--- src/rtl/nest_pc_pkg.sv ---
package nest_pc_pkg;

    parameter int PC_W_DEF  = 12;
    parameter int PAGE_W_DEF = 8;
    parameter int LVL_DEF   = 4;
    parameter int NIB_W_DEF = 4;

    // condition code bit positions
    localparam int CB_TEST = 0;
    localparam int CB_CARRY = 1;
    localparam int CB_ZERO = 2;
    localparam int CB_INV  = 3;

    typedef enum logic [2:0] {
        OP_HOLD  = 3'd0,
        OP_NEXT  = 3'd1,
        OP_JUMP  = 3'd2,
        OP_CALL  = 3'd3,
        OP_RET   = 3'd4,
        OP_COND  = 3'd5,
        OP_ISZ   = 3'd6,
        OP_INDIR = 3'd7
    } pc_op_e;

endpackage

--- src/rtl/nest_cond_judge.sv ---
module nest_cond_judge
    import nest_pc_pkg::*;
(
    input  logic [3:0] cond_i,
    input  logic       acc_zero_i,
    input  logic       carry_i,
    input  logic       test_i,
    output logic       take_o
);
    logic any_hit;

    always_comb begin
        any_hit = (cond_i[CB_TEST]  & ~test_i)
                | (cond_i[CB_CARRY] & carry_i)
                | (cond_i[CB_ZERO]  & acc_zero_i);
        take_o  = cond_i[CB_INV] ? ~any_hit : any_hit;
    end

endmodule

--- src/rtl/nest_pc_bank.sv ---
module nest_pc_bank #(
    parameter int PC_W  = 12,
    parameter int LVL   = 4,
    localparam int LVL_W = $clog2(LVL)
) (
    input  logic             clk,
    input  logic             rst_n,
    input  logic [LVL_W-1:0] ptr_d,
    input  logic             wa_en,
    input  logic [LVL_W-1:0] wa_idx,
    input  logic [PC_W-1:0]  wa_val,
    input  logic             wb_en,
    input  logic [LVL_W-1:0] wb_idx,
    input  logic [PC_W-1:0]  wb_val,
    output logic [LVL_W-1:0] ptr_q,
    output logic [PC_W-1:0]  pc_o
);
    logic [PC_W-1:0] cnt_d [LVL];
    logic [PC_W-1:0] cnt_q [LVL];

    generate
        for (genvar g = 0; g < LVL; g++) begin : g_lvl
            always_comb begin
                cnt_d[g] = cnt_q[g];
                if (wb_en && wb_idx == LVL_W'(g))
                    cnt_d[g] = wb_val;
                else if (wa_en && wa_idx == LVL_W'(g))
                    cnt_d[g] = wa_val;
            end

            always_ff @(posedge clk) begin
                if (!rst_n) cnt_q[g] <= '0;
                else        cnt_q[g] <= cnt_d[g];
            end
        end
    endgenerate

    always_ff @(posedge clk) begin
        if (!rst_n) ptr_q <= '0;
        else        ptr_q <= ptr_d;
    end

    assign pc_o = cnt_q[ptr_q];

endmodule

--- src/rtl/nest_pc_stack.sv ---
module nest_pc_stack
    import nest_pc_pkg::*;
#(
    parameter int PC_W   = PC_W_DEF,
    parameter int PAGE_W = PAGE_W_DEF,
    parameter int LVL    = LVL_DEF,
    parameter int NIB_W  = NIB_W_DEF,
    localparam int LVL_W = $clog2(LVL),
    localparam int HI_W  = PC_W - PAGE_W
) (
    input  logic              clk,
    input  logic              rst_n,
    input  logic [2:0]        op_i,
    input  logic [PC_W-1:0]   tgt_i,
    input  logic [3:0]        cond_i,
    input  logic [NIB_W-1:0]  nib_i,
    input  logic              acc_zero_i,
    input  logic              carry_i,
    input  logic              test_i,
    output logic [PC_W-1:0]   pc_o,
    output logic [LVL_W-1:0]  level_o,
    output logic              acc_we_o,
    output logic [NIB_W-1:0]  acc_data_o
);
    typedef struct packed {
        logic [LVL_W-1:0] ptr;
        logic             wa_en;
        logic [LVL_W-1:0] wa_idx;
        logic [PC_W-1:0]  wa_val;
        logic             wb_en;
        logic [LVL_W-1:0] wb_idx;
        logic [PC_W-1:0]  wb_val;
    } nxt_t;

    pc_op_e           op;
    nxt_t             nxt_d;
    logic [LVL_W-1:0] ptr_q;
    logic [PC_W-1:0]  pc_q;
    logic [PC_W-1:0]  pc_p1;
    logic [PC_W-1:0]  pc_p2;
    logic [PC_W-1:0]  page_tgt2;
    logic [PC_W-1:0]  page_tgt1;
    logic [NIB_W-1:0] nib_inc;
    logic             cond_take;

    assign op = pc_op_e'(op_i);

    nest_cond_judge u_judge (
        .cond_i    (cond_i),
        .acc_zero_i(acc_zero_i),
        .carry_i   (carry_i),
        .test_i    (test_i),
        .take_o    (cond_take)
    );

    always_comb begin
        pc_p1     = pc_q + PC_W'(1);
        pc_p2     = pc_q + PC_W'(2);
        page_tgt2 = {pc_p2[PC_W-1 -: HI_W], tgt_i[PAGE_W-1:0]};
        page_tgt1 = {pc_p1[PC_W-1 -: HI_W], tgt_i[PAGE_W-1:0]};
        nib_inc   = nib_i + NIB_W'(1);

        nxt_d        = '0;
        nxt_d.ptr    = ptr_q;
        nxt_d.wa_idx = ptr_q;
        nxt_d.wb_idx = ptr_q + LVL_W'(1);
        unique case (op)
            OP_HOLD: ;
            OP_NEXT: begin
                nxt_d.wa_en  = 1'b1;
                nxt_d.wa_val = pc_p1;
            end
            OP_JUMP: begin
                nxt_d.wa_en  = 1'b1;
                nxt_d.wa_val = tgt_i;
            end
            OP_CALL: begin
                nxt_d.wa_en  = 1'b1;
                nxt_d.wa_val = pc_p2;
                nxt_d.wb_en  = 1'b1;
                nxt_d.wb_val = tgt_i;
                nxt_d.ptr    = ptr_q + LVL_W'(1);
            end
            OP_RET: begin
                nxt_d.ptr    = ptr_q - LVL_W'(1);
            end
            OP_COND: begin
                nxt_d.wa_en  = 1'b1;
                nxt_d.wa_val = cond_take ? page_tgt2 : pc_p2;
            end
            OP_ISZ: begin
                nxt_d.wa_en  = 1'b1;
                nxt_d.wa_val = (nib_inc != '0) ? page_tgt2 : pc_p2;
            end
            OP_INDIR: begin
                nxt_d.wa_en  = 1'b1;
                nxt_d.wa_val = page_tgt1;
            end
            default: ;
        endcase
    end

    nest_pc_bank #(
        .PC_W(PC_W),
        .LVL (LVL)
    ) u_bank (
        .clk   (clk),
        .rst_n (rst_n),
        .ptr_d (nxt_d.ptr),
        .wa_en (nxt_d.wa_en),
        .wa_idx(nxt_d.wa_idx),
        .wa_val(nxt_d.wa_val),
        .wb_en (nxt_d.wb_en),
        .wb_idx(nxt_d.wb_idx),
        .wb_val(nxt_d.wb_val),
        .ptr_q (ptr_q),
        .pc_o  (pc_q)
    );

    assign pc_o       = pc_q;
    assign level_o    = ptr_q;
    assign acc_we_o   = (op == OP_RET);
    assign acc_data_o = nib_i;

    // ---------------- assertions ----------------
    p_step_r2: assert property (@(posedge clk) disable iff (!rst_n)
        op_i == 3'd1 |=> pc_o == $past(pc_o) + PC_W'(1));

    p_hold_r2: assert property (@(posedge clk) disable iff (!rst_n)
        op_i == 3'd0 |=> $stable(pc_o) && $stable(level_o));

    p_jump_r3: assert property (@(posedge clk) disable iff (!rst_n)
        op_i == 3'd2 |=> pc_o == $past(tgt_i) && $stable(level_o));

    p_call_lvl_r4: assert property (@(posedge clk) disable iff (!rst_n)
        op_i == 3'd3 |=> level_o == $past(level_o) + LVL_W'(1) && pc_o == $past(tgt_i));

    p_ret_lvl_r5: assert property (@(posedge clk) disable iff (!rst_n)
        op_i == 3'd4 |=> level_o == $past(level_o) - LVL_W'(1));

    p_always_r7: assert property (@(posedge clk) disable iff (!rst_n)
        op_i == 3'd5 && cond_i == 4'b1000 |=>
            pc_o[PAGE_W-1:0] == $past(tgt_i[PAGE_W-1:0]));

    p_never_r7: assert property (@(posedge clk) disable iff (!rst_n)
        op_i == 3'd5 && cond_i == 4'b0000 |=> pc_o == $past(pc_o) + PC_W'(2));

    p_page_r8: assert property (@(posedge clk) disable iff (!rst_n)
        op_i == 3'd5 |=> pc_o[PC_W-1 -: HI_W] == $past(pc_p2[PC_W-1 -: HI_W]));

    p_isz_fall_r9: assert property (@(posedge clk) disable iff (!rst_n)
        op_i == 3'd6 && nib_i == '1 |=> pc_o == $past(pc_o) + PC_W'(2));

    p_indir_r10: assert property (@(posedge clk) disable iff (!rst_n)
        op_i == 3'd7 |=> pc_o[PC_W-1 -: HI_W] == $past(pc_p1[PC_W-1 -: HI_W])
                      && pc_o[PAGE_W-1:0] == $past(tgt_i[PAGE_W-1:0]));

endmodule

--- config.mk ---
export PLATFORM = sky130hd
export DESIGN_NAME = nest_pc_stack
export DESIGN_NICKNAME = d
export VERILOG_FILES = /design/src/rtl/nest_pc_pkg.sv /design/src/rtl/nest_cond_judge.sv /design/src/rtl/nest_pc_bank.sv /design/src/rtl/nest_pc_stack.sv
export SDC_FILE = /design/constraint.sdc
export NUM_CORES = 1
export LEC_CHECK = 0
export BUFFER_PORTS_ARGS = -buffer_cell sky130_fd_sc_hd__clkbuf_2
export CELL_PAD_IN_SITES_DETAIL_PLACEMENT = 0
export CELL_PAD_IN_SITES_GLOBAL_PLACEMENT = 1
export CORE_MARGIN = 8
export CORE_UTILIZATION = 49
export DETAILED_ROUTE_END_ITERATION = 6
export HOLD_SLACK_MARGIN = 0.03
export PLACE_DENSITY_LB_ADDON = 0.1
export SLEW_MARGIN = 20
export SYNTH_ARGS = -nofsm -noshare
export SYNTH_HDL_FRONTEND = slang
export SYNTH_SLANG_ARGS = --single-unit
export TNS_END_PERCENT = 50
--- constraint.sdc ---
create_clock -name clk -period 4.1 [get_ports clk]
set_input_delay 0.82 -clock clk [delete_from_list [all_inputs] [get_ports clk]]
set_output_delay 0.82 -clock clk [all_outputs]
set_load 0.02 [all_outputs]
# Word-level counts from Yosys, hierarchy flattened
# Memories as Yosys holds them, arrays and structs flattened. A register that Yosys moved wholly into a read port is not among the register bits.
# Cells that the tools add are included.
dict set report word_totals {
  regBits 2
  ram_bits 48
  input_bits 28
  memories 1
}
dict set report classes {
  n_addsub 5
  n_eq_ne 17
  mux 24
  bitwise 11
  n_reduce_logical 17
}
# name depth word_bits read_ports rd_ports_with_merged_regs write_ports line
set mem_list {}
lappend mem_list {u_bank.cnt_q 4 12 1 1 4 nest_pc_bank.sv:19} ;# logic [PC_W-1:0] cnt_q [LVL];
# operator n
set ops {}
lappend ops {{$mux W12} 13}
lappend ops {{$pmux W12 S6} 1}
lappend ops {{$mux W8} 2}
lappend ops {{$add A12 B1 Y12 const B} 1}
lappend ops {{$add A12 B2 Y12 const B} 1}
lappend ops {{$eq A3 B3 Y1 const B} 4}
lappend ops {{$eq A2 B2 Y1 const B} 4}
lappend ops {{$logic_and A1 B1 Y1} 8}
lappend ops {{$ne A2 B2 Y1 const B} 4}
lappend ops {{$reduce_and A2 Y1} 4}
lappend ops {{$eq A3 B2 Y1 const B} 2}
lappend ops {{$or A1 B1 Y1} 6}
lappend ops {{$reduce_or A6 Y1} 1}
lappend ops {{$mux W1} 5}
lappend ops {{$add A4 B1 Y4 const B} 1}
lappend ops {{$eq A2 B1 Y1 const B} 2}
lappend ops {{$logic_not A2 Y1} 2}
lappend ops {{$mux W2} 2}
lappend ops {{$pmux W2 S2} 1}
lappend ops {{$reduce_bool A4 Y1} 1}
lappend ops {{$and A1 B1 Y1} 3}
lappend ops {{$eq A3 B1 Y1 const B} 1}
lappend ops {{$add A2 B1 Y2 const B} 1}
lappend ops {{$not A1 Y1} 2}
lappend ops {{2 further kinds} 2}

# Logic depth before layout (Yosys ltp)
# Gate-level depths: netlist of the first run.
dict set report logic_depth {
  depth_word 11
  ltp_mapped 8
}

# By module
# From an unflattened synthesis of the first run, not the netlist that was laid out.
dict set report unflattened {
  hier_cells 388
  area_unflattened_um2 3633.5
}
# mod n_inst cells_each area_per_inst_um2 seq_area_each_um2
set modules_own_cells {}
lappend modules_own_cells {nest_pc_bank 1 248 2686.3 1481.4}
lappend modules_own_cells {nest_pc_stack 1 137 924.6 0.0}
lappend modules_own_cells {nest_cond_judge 1 3 22.5 0.0}

# Worst setup path after synthesis of the first run
# No wires, ideal clock.
dict set report synth_path {
  path_kind {register to register}
  startpoint {register with a tool-made name}
  endpoint {memory u_bank.cnt_q[0][9], data pin}
  setup_ps 279
  t_arrival_ps 2536
  path_slack_ps 1285
  path_stages_with_launch 9
  path_buffers 1
  period_less_slack_ps 2815
  path_cell_list {dfxtp_1 > buf_6 > mux4_1 > ha_1 > nand3_1 > nor3_1 > xor2_1 > a222oi_1 > a211oi_1}
}
# item line
set synth_rtl {}
lappend synth_rtl {{end, declared} nest_pc_bank.sv:19}

==> results of run 1 <==
## routing by layer
metal / track usage / up-vias
met4: 0.0698 / 0
met2: 0.325 / 114
met3: 0.0401 / 15
met5: 0 / -
li1: - / 1310
met1: 0.254 / 1325
## cells in the mapped netlist, types with 5 or more instances
cell type,count
and2_1,5
xor2_1,13
mux4_1,5
inv_1,5
o21ai_0,7
clkbuf_1,6
nand4_1,7
nor2_1,56
buf_4,9
a21oi_1,8
nand2_1,13
edfxtp_1,48
ha_1,7
a211oi_1,45
buf_2,9
o22ai_1,5
## worst max path at each step
stage,start,end,slack [ns],cells after the start
after global placement,flop,u_bank.cnt_q[1][9]$_SDFFCE_PN0P_,1.14,7
after CTS,flop,u_bank.cnt_q[1][9]$_SDFFCE_PN0P_,1.02,7
after detailed placement,flop,u_bank.cnt_q[1][9]$_SDFFCE_PN0P_,1.03,7
final,flop,u_bank.cnt_q[1][9]$_SDFFCE_PN0P_,0.97,7
after floorplan,flop,u_bank.cnt_q[0][9]$_SDFFCE_PN0P_,1.29,8
after global routing,flop,u_bank.cnt_q[1][9]$_SDFFCE_PN0P_,0.78,7
## cells by family after synthesis
family	after synthesis	synth area share
AOI/OAI and AO/OA	91	0.197
xor gates and xnor gates	16	0.0403
adders and majority gates	7	0.0252
buffers and inverters	33	0.0569
DFF	52	0.438
muxes	12	0.0861
and+or+nand+nor	109	0.156
## layout make-up
cell class	count	area (µm²)
clock buffers	7	76.3
well taps	96	120
inverters	5	18.8
flip-flops and latches	52	1520
clock inverters	1	3.75
multi-input cells	235	1750
repair buffers	48	245
fillers	647	3090
## stage by stage
stage               hold slack, ns  utilization
floorplan                    0.576            -
detailed placement           0.673        0.536
finish                       0.689        0.547
global placement             0.646        0.536
global route                 0.714        0.547
CTS                          0.692        0.547
## worst register-to-register path, delay by kind of cell, from the launching register on
family | cells | cell delay, ns
fa+ha+maj | 1 | 0.33
xor+xnor | 1 | 0.14
simple gates | 2 | 0.21
compound gates | 2 | 0.81
flops | 1 | 0.57
mux | 1 | 0.76
## registers in the layout, indices dropped and copies added, names as in the netlist, named ones only
register      count
u_bank.cnt_q     48
u_bank.ptr_q      2
## power groups by stage
| stage | clock (µW) | sequential, µW | combinational [µW] |
|---|---|---|---|
| 3_5_place_dp | 0 | 660 | 341 |
| 6_report | 291 | 648 | 341 |
| 5_1_grt | 310 | 652 | 371 |
| 4_1_cts | 295 | 648 | 342 |
| 3_3_place_gp | 0 | 659 | 339 |
| 2_1_floorplan | 0 | 647 | 252 |
==> metrics.cfg, run 1 <==
[run_status]
status=finished, final reports clean

[min_path]
holdPathStages=2
hold_class=reg2reg
min_from=u_bank.ptr_q[0]$_SDFFE_PN0N_

[detailed_routing]
routedWlPerCell_um=21.7
wl_met3_um=728
wl_um=9640
highest_layer=met4
vias=2764
ant_nets=0
via_per_inst=6.23
drc=0
wl_met1_um=4070
wl_met2_um=4660
drt_iter0_drc=240
drtPass1Iterations=5

[worst_setup_path]
crit_arrival_ns=3.14
path_class=reg2reg
timing.rr.end=u_bank.cnt_q[1][9]$_SDFFCE_PN0P_
crit_family=compound AO/OA/AOI/OAI gates
critPathLaunchType=flop
path_max_fanout=7
cpPeakStageDelay_ns=0.76
slowest_stage=mux4_1
required_ns=4.12
reg2reg_setup_slack_ns=0.97
end_kind=flop
r2r_cells=7
cp_cell_sequence=mux4_1, ha_1, nand3_1, nor3_1, xor2_1, a222oi_1, a211oi_1
critPathBufInv=0

[global_routing]
grtUsageTotal=0.199
antenna_found_initial=0
grt_pass1_wl_um=15000
grt_pass1_vias=2750
grt_overflow=0
grt_max_degree=24

[yosys]
yosysTopAreaCell=edfxtp_1
synthesis.area_um2=3470
ys_ff_latch=52
ys_dominant_reg_cell=edfxtp_1
yosysWarningCount=0
synth_edf_count=48
yosysTopAreaCellShare=0.415
async_flop_share=0
synthCells=320
ys_seq_area_frac=0.438
ys_top_cells_by_area=edfxtp_1, a211oi_1, nor2_1
synth_cell_types=52
syn_avg_cell_area_um2=10.9
syn-num-nets=355

[power]
ir_drop_mv=0.147
clkPwrFrac=0.227
p_sw_frac=0.325
total_power_uw=1280
power_frac_seq=0.506
switching_power_uw=416
p_int_uw=864
p_per_area_nw_per_um2=342
p_comb_frac=0.267
leakage_uw=0.00138

[cts]
cts_hold_buf=0
cts_sinks=52
tritoncts=yes
cts_buffers=5
clock_path_buffers=2
cts-root-buf=clkbuf_8
clk_pin_slew_ns=0.09
cts_max_level=2
worstSkewPairLatency_ns=0.31
post-cts-setup-buffers=0
ctsResizeCount=0

[timing]
slew_headroom=0.392
finalCritPeriodShare=0.763
fin_crit_ns=3.13
fmax_mhz=320
fin_skew_ns=0.00277
fin_setup_tns_ns=0
setup_viol=0
worstMarginPinSlew_ns=0.909
hold_violations=0
setup_ws_ns=0.974
rsz0062_at_grt=false
maxSlewViolCount=0

[final_layout]
fin_nets=382
layout_commonest_cell=nor2_1
areaGrowthSynthToFinish_pct=7.67
fin_cells=444
diodes=0
layout-drive-gt1-share=0.204
final_cell_mix=nor2_1, edfxtp_1, clkbuf_2
fin_area_um2=3740

[floorplanning]
floorplan.die_area_um2=10000
core_area_um2=6830
die_h_um=100
start_util=0.508
rows=30
ios=47
dieWidth_um=100

[place]
placedCellCount=436
place_congestion=0.846
numPortBuffers=46
post-place-ws_ns=1.03
placed_area_um2=3660
dp_hpwl_um=6630

[job]
maxCapViolCount=0

No activity file was read; power rests on OpenSTA's default activity.
==> inputs of run 2 (changes only) <==
CORE_UTILIZATION = 46   (was 49)
clock period = 3.3 ns   (was 4.1 ns; I/O delays follow)
==> run 2 against run 1 <==
Against the previous run: non-clock buffer count rose by 8; global-route usage fell by 0.16 points; power rose by 27%; routed wire length rose by 2.9%; worst setup slack got worse by 0.58 ns; sequential share of layout area fell by 0.79 points; fmax rose by 7.4%; hold slack improved by 0.038 ns; cell count rose by 2.5%; via count rose by 1.6%; combinational power rose by 29%; largest cell class unchanged; highest routed layer unchanged.
==> metrics.cfg, run 2 (synthesis gave the netlist of run 1 again) <==
[power]
p_per_area_nw_per_um2=425  ; was 342 nW/µm²
leakage_uw=0.00142  ; was 0.00138 µW
ir_drop_mv=0.181  ; was 0.147 mV

[worst_setup_path]
path_class=reg2reg  ; unchanged
path_max_fanout=7  ; unchanged
end_kind=flop  ; unchanged
required_ns=3.33  ; was 4.12 ns
crit_arrival_ns=2.94  ; was 3.14 ns
r2r_cells=6  ; was 7
reg2reg_setup_slack_ns=0.39  ; was 0.97 ns
critPathLaunchType=flop  ; unchanged

[cts]
worstSkewPairLatency_ns=0.31  ; about the same
cts_buffers=5  ; unchanged
ctsResizeCount=0  ; unchanged
cts_sinks=52  ; unchanged
cts_max_level=2  ; unchanged
clock_path_buffers=2  ; unchanged
clk_pin_slew_ns=0.11  ; was 0.09 ns
cts-root-buf=clkbuf_8  ; unchanged
tritoncts=yes  ; unchanged
post-cts-setup-buffers=0  ; unchanged
cts_hold_buf=0  ; unchanged

[timing]
slew_headroom=0.463  ; was 0.392
hold_violations=0  ; unchanged
finalCritPeriodShare=0.882  ; was 0.763
setup_viol=0  ; unchanged
setup_ws_ns=0.389  ; was 0.974 ns
fmax_mhz=344  ; was 320 MHz
maxSlewViolCount=0  ; unchanged
rsz0062_at_grt=false  ; unchanged
fin_setup_tns_ns=0  ; unchanged
worstMarginPinSlew_ns=0.806  ; was 0.909 ns
fin_skew_ns=0.00812  ; was 0.00277 ns
fin_crit_ns=2.91  ; was 3.13 ns

[detailed_routing]
routedWlPerCell_um=21.8  ; was 21.7 µm
via_per_inst=6.17  ; was 6.23
drc=0  ; unchanged
drt_iter0_drc=220  ; was 240
drtPass1Iterations=5  ; unchanged
ant_nets=0  ; unchanged
vias=2809  ; was 2764
wl_um=9920  ; was 9640 µm

[place]
post-place-ws_ns=0.449  ; was 1.03 ns
placedCellCount=447  ; was 436
numPortBuffers=46  ; unchanged
dp_hpwl_um=7050  ; was 6630 µm
place_congestion=0.855  ; was 0.846

[global_routing]
antenna_found_initial=0  ; unchanged
grt_max_degree=18  ; was 24
grt_pass1_wl_um=15600  ; was 15000 µm
grt_pass1_vias=2788  ; was 2750
grtUsageTotal=0.197  ; was 0.199
grt_overflow=0  ; unchanged

[final_layout]
layout_commonest_cell=nor2_1  ; unchanged
largest_register_ffs=48  ; unchanged
fin_nets=390  ; was 382
final_cell_mix=nor2_1, edfxtp_1, clkbuf_2  ; unchanged
reg.largest.list=u_bank.cnt_q: 48 flops, u_bank.ptr_q: 2 flops  ; unchanged
fin_cells=455  ; was 444
diodes=0  ; unchanged
utilization=0.523  ; was 0.547
layout-drive-gt1-share=0.230  ; was 0.204
areaGrowthSynthToFinish_pct=9.80  ; was 7.67%
regMostFlops=u_bank.cnt_q  ; unchanged
fillers=682  ; was 647

[floorplanning]
ios=47  ; unchanged
dieWidth_um=103  ; was 100 µm
rows=31  ; was 30
die_h_um=103  ; was 100 µm
core_area_um2=7290  ; was 6830 µm²
floorplan.die_area_um2=10600  ; was 10000 µm²
start_util=0.476  ; was 0.508

[min_path]
hold_class=reg2reg  ; unchanged
holdPathStages=2  ; unchanged

[job]
maxCapViolCount=0  ; unchanged

[run_status]
status=finished, final reports clean  ; unchanged

-- run 2: cell count changes in the layout (fill, tap and decap cells not counted) --
cell | previous run | this run
clkinv_1 | 1 | 0
clkbuf_1 | 2 | 0
inv_6 | 0 | 1
clkinvlp_4 | 0 | 1
clkinv_2 | 0 | 1
buf_4 | 2 | 10
-- run 2: through the flow --
step	hold WS (ns)	instance area [µm²]	total power, µW
after floorplan	0.576	3470	1120
after global placement	0.685	3720	1250
after detailed placement	0.711	3720	1250
after CTS	0.735	3810	1630
after global routing	0.744	3810	1690
final	0.727	3810	1620
-- run 2: routing by layer --
layer	global-route usage	share of wire
met3	0.0317	0.067
met2	0.338	0.50
met1	0.251	0.42
met4	0.0512	0.012
met5	0	0
-- run 2: cell type report --
class	count	area (µm²)	area share
multi-input combinational	235	1750	0.460
clock buffer	5	68.8	0.0180
inverter	5	18.8	0.00492
tap	99	124	0.0325
sequential	52	1520	0.399
clock inverter	3	21.3	0.00558
timing repair buffer	56	305	0.0801
-- run 2: power breakdown --
part	switching [µW]	leakage, µW	total, µW	internal, µW
combinational	285	0.000829	439	153
clock	228	0.0000445	380	151
sequential	21.8	0.000543	801	779
total	535	0.00142	1620	1080
-- run 2: worst paths after layout --
kind	startpoint	endpoint
worst min register to register	u_bank.ptr_q[0]$_SDFFE_PN0N_	flop
worst max register to register	flop	u_bank.cnt_q[0][2]$_SDFFCE_PN0P_
worst max-delay path	flop	u_bank.cnt_q[0][2]$_SDFFCE_PN0P_
worst min-delay path	u_bank.ptr_q[0]$_SDFFE_PN0N_	flop
-- run 2: worst max-delay path, stage by stage (launching register included) --
cell,delay (ns)
dfxtp_1,0.42
buf_4,0.22
mux4_1,0.72
ha_1,0.32
xor2_1,0.17
a222oi_1,0.61
a211oi_1,0.17
==> inputs of run 3 (changes only) <==
CORE_UTILIZATION = 45   (was 46)
SYNTH_HIERARCHICAL = 1   (was default)
==> run 3 against run 2 <==
Against the previous run: first-iteration DRC count is 7.3% lower; utilization is 0.66 points higher; count of clock-buffer cells in the layout stayed put; cell count is 18% higher; critical endpoint is now u_bank/cnt_q[0][11]$_SDFFCE_PN0P_; routed wire length is 14% higher; critical path depth is 3 higher; non-clock buffer count is 17 higher; power is 8.3% higher; via count is 14% higher; design area is 7.9% higher; worst setup slack better by 0.11 ns.
==> metrics.cfg, run 3 <==
[run_status]
status=finished, final reports clean  ; unchanged

[power]
p_sw_frac=0.332  ; was 0.331
clkPwrFrac=0.255  ; was 0.234
p_comb_frac=0.304  ; was 0.271
p_per_area_nw_per_um2=426  ; was 425 nW/µm²
p_int_uw=1170  ; was 1080 µW
ir_drop_mv=0.242  ; was 0.181 mV
leakage_uw=0.00151  ; was 0.00142 µW
power_frac_seq=0.441  ; was 0.495
switching_power_uw=582  ; was 535 µW

[worst_setup_path]
cpPeakStageDelay_ns=0.59  ; was 0.72 ns
timing.rr.end=u_bank/cnt_q[0][11]$_SDFFCE_PN0P_  ; was u_bank.cnt_q[0][2]$_SDFFCE_PN0P_
reg2reg_from=u_bank/ptr_q[0]$_SDFF_PN0_
end_kind=flop  ; unchanged
required_ns=3.46  ; was 3.33 ns
r2r_cells=9  ; was 6
path_class=reg2reg  ; unchanged
reg2reg_setup_slack_ns=0.50  ; was 0.39 ns
cp_num_cells=9  ; was 6
cp_cell_sequence=buf_4, mux4_2, ha_1, and4_1, and4_1, a311oi_1, a211o_1, nand2_1, a21oi_2  ; was buf_4, mux4_1, ha_1, xor2_1, a222oi_1, a211oi_1
critPathLaunchType=flop  ; unchanged
critPathBufInv=1  ; unchanged
worstSetupEndpoint=u_bank/cnt_q[0][11]$_SDFFCE_PN0P_  ; was u_bank.cnt_q[0][2]$_SDFFCE_PN0P_
crit_family=compound AO/OA/AOI/OAI gates  ; unchanged
path_common_cell=and4_1
critPathLaunch=u_bank/ptr_q[0]$_SDFF_PN0_
slowest_stage=mux4_2  ; was mux4_1
crit_arrival_ns=2.97  ; was 2.94 ns
path_max_fanout=6  ; was 7

[global_routing]
grt_max_degree=21  ; was 18
grt_pass1_vias=3200  ; was 2788
grt_pass1_wl_um=17700  ; was 15600 µm
antenna_found_initial=0  ; unchanged
grtUsageTotal=0.202  ; was 0.197
use_met3=0.0615  ; was 0.0317
grt_util_met2=0.299  ; was 0.338
grt.busiest_layer=met2  ; unchanged
grt_use_met1=0.279  ; was 0.251
grt_overflow=0  ; unchanged

[timing]
fin_setup_tns_ns=0  ; unchanged
hold_violations=0  ; unchanged
worstMarginPinSlew_ns=0.675  ; was 0.806 ns
rsz0062_at_grt=false  ; unchanged
fin_skew_ns=0.0107  ; was 0.00812 ns
fin_crit_ns=2.80  ; was 2.91 ns
maxSlewViolCount=0  ; unchanged
finalCritPeriodShare=0.850  ; was 0.882
slew_headroom=0.550  ; was 0.463
setup_viol=0  ; unchanged
fmax_mhz=357  ; was 344 MHz

[final_layout]
utilization=0.530  ; was 0.523
fin_nets=466  ; was 390
layout_commonest_cell=nand2_1  ; was nor2_1
diodes=0  ; unchanged
areaGrowthSynthToFinish_pct=13.2  ; was 9.80%
final_cell_mix=nand2_1, edfxtp_1, clkbuf_2  ; was nor2_1, edfxtp_1, clkbuf_2
regMostFlops=u_bank/cnt_q  ; was u_bank.cnt_q
reg.largest.list=u_bank/cnt_q: 48 flops, u_bank/ptr_q: 2 flops  ; was u_bank.cnt_q: 48 flops, u_bank.ptr_q: 2 flops
largest_register_ffs=48  ; unchanged
layout-drive-gt1-share=0.279  ; was 0.230
fillers=768  ; was 682
fin_cells=539  ; was 455

[yosys]
ys_dominant_reg_cell=edfxtp_1  ; unchanged
synthCells=388  ; was 320
syn-num-nets=418  ; was 355
ys_seq_area_frac=0.408  ; was 0.438
syn_avg_cell_area_um2=9.36  ; was 10.9 µm²
synth_commonest_cells=nand2_1, edfxtp_1, a21oi_1  ; was nor2_1, edfxtp_1, a211oi_1
synthAdderAreaFrac=0.00689  ; was 0.0252
ys_ff_latch=50  ; was 52
synth_cell_types=51  ; was 52
synth_xor_area_frac=0.0313  ; was 0.0403
yosysTopAreaCell=edfxtp_1  ; unchanged
synth_simple_gate_area_frac=0.248  ; was 0.156
synthesis.area_um2=3630  ; was 3470 µm²
synth_top_family_by_area=simple AND/OR/NAND/NOR gates  ; was compound AO/OA/AOI/OAI gates
yosysTopAreaCellShare=0.397  ; was 0.415
async_flop_share=0  ; unchanged
synth_edf_count=48  ; unchanged
synth_most_common_cell=nand2_1  ; was nor2_1
synth_mux_area_frac=0.0833  ; was 0.0861
ys_top_cells_by_area=edfxtp_1, nand2_1, mux4_2  ; was edfxtp_1, a211oi_1, nor2_1
synth_compound_area_frac=0.163  ; was 0.197
yosysWarningCount=6  ; was 0

[detailed_routing]
drtPass1Iterations=4  ; was 5
drc=0  ; unchanged
vias=3205  ; was 2809
via_per_inst=5.95  ; was 6.17
wl_um=11300  ; was 9920 µm
routedWlPerCell_um=20.9  ; was 21.8 µm
drt_iter0_drc=204  ; was 220
ant_nets=0  ; unchanged

[cts]
clock_path_buffers=2  ; unchanged
cts_sinks=50  ; was 52
cts_hold_buf=0  ; unchanged
ctsResizeCount=0  ; unchanged
post-cts-setup-buffers=0  ; unchanged
cts_max_level=2  ; unchanged
cts_buffers=5  ; unchanged
cts-root-buf=clkbuf_8  ; unchanged
clk_pin_slew_ns=0.10  ; was 0.11 ns
tritoncts=yes  ; unchanged
worstSkewPairLatency_ns=0.31  ; about the same

[floorplanning]
start_util=0.468  ; was 0.476
rows=32  ; was 31
core_area_um2=7770  ; was 7290 µm²
dieWidth_um=106  ; was 103 µm
ios=47  ; unchanged
die_h_um=106  ; was 103 µm
floorplan.die_area_um2=11200  ; was 10600 µm²

[place]
placedCellCount=531  ; was 447
dp_hpwl_um=8410  ; was 7050 µm
place_congestion=0.860  ; was 0.855
numPortBuffers=46  ; unchanged

[min_path]
hold_class=in2reg  ; was reg2reg

[job]
maxCapViolCount=0  ; unchanged

-- run 3: cell type report --
class / instances / area (µm²) / share of cell area
Sequential cell: 50 / 1480 / 0.360
Timing Repair Buffer: 73 / 433 / 0.105
Multi-Input combinational cell: 299 / 1930 / 0.470
Clock inverter: 3 / 43.8 / 0.0106
Clock buffer: 5 / 68.8 / 0.0167
Inverter: 7 / 26.3 / 0.00639
Tap cell: 102 / 128 / 0.0310
-- run 3: stage by stage --
step / worst slack [ns] / total power (µW) / hold WS, ns / instance area, µm²
floorplan: 0.306 / 1150 / 0.748 / 3630
global placement: 0.565 / 1310 / 0.905 / 4000
detailed placement: 0.524 / 1320 / 0.904 / 4000
CTS: 0.501 / 1760 / 0.713 / 4110
global route: 0.286 / 1830 / 0.754 / 4110
finish: 0.495 / 1750 / 0.711 / 4110
-- run 3: layer usage --
metal | wire, µm | share of wire
met1 | 5200 | 0.46
met2 | 4800 | 0.43
met3 | 1100 | 0.098
met4 | 168 | 0.015
met5 | 0 | 0
-- run 3: power by group through the flow --
stage	Sequential, µW	Clock [µW]	Combinational [µW]
final	774	447	533
after global routing	779	475	579
after CTS	774	457	530
after detailed placement	789	0	528
after global placement	788	0	527
after floorplan	786	0	362
-- run 3: worst min path at each step --
stage	start	end	slack (ns)	depth (start not counted)
floorplan	u_bank/ptr_q[1]$_SDFF_PN0_	u_bank/ptr_q[1]$_SDFF_PN0_	0.75	2
global placement	u_bank/ptr_q[0]$_SDFF_PN0_	u_bank/ptr_q[0]$_SDFF_PN0_	0.90	3
detailed placement	u_bank/ptr_q[0]$_SDFF_PN0_	u_bank/ptr_q[0]$_SDFF_PN0_	0.90	3
CTS	rst_n	u_bank/ptr_q[1]$_SDFF_PN0_	0.71	2
global route	rst_n	u_bank/ptr_q[1]$_SDFF_PN0_	0.75	2
finish	rst_n	u_bank/ptr_q[1]$_SDFF_PN0_	0.71	2
-- run 3: logic make-up after synthesis --
logic type / count (synthesis)
xor gates and xnor gates: 13
adders and majority gates: 2
DFF: 50
buffers and inverters: 39
muxes: 15
AOI/OAI and AO/OA: 82
and+or+nand+nor: 187
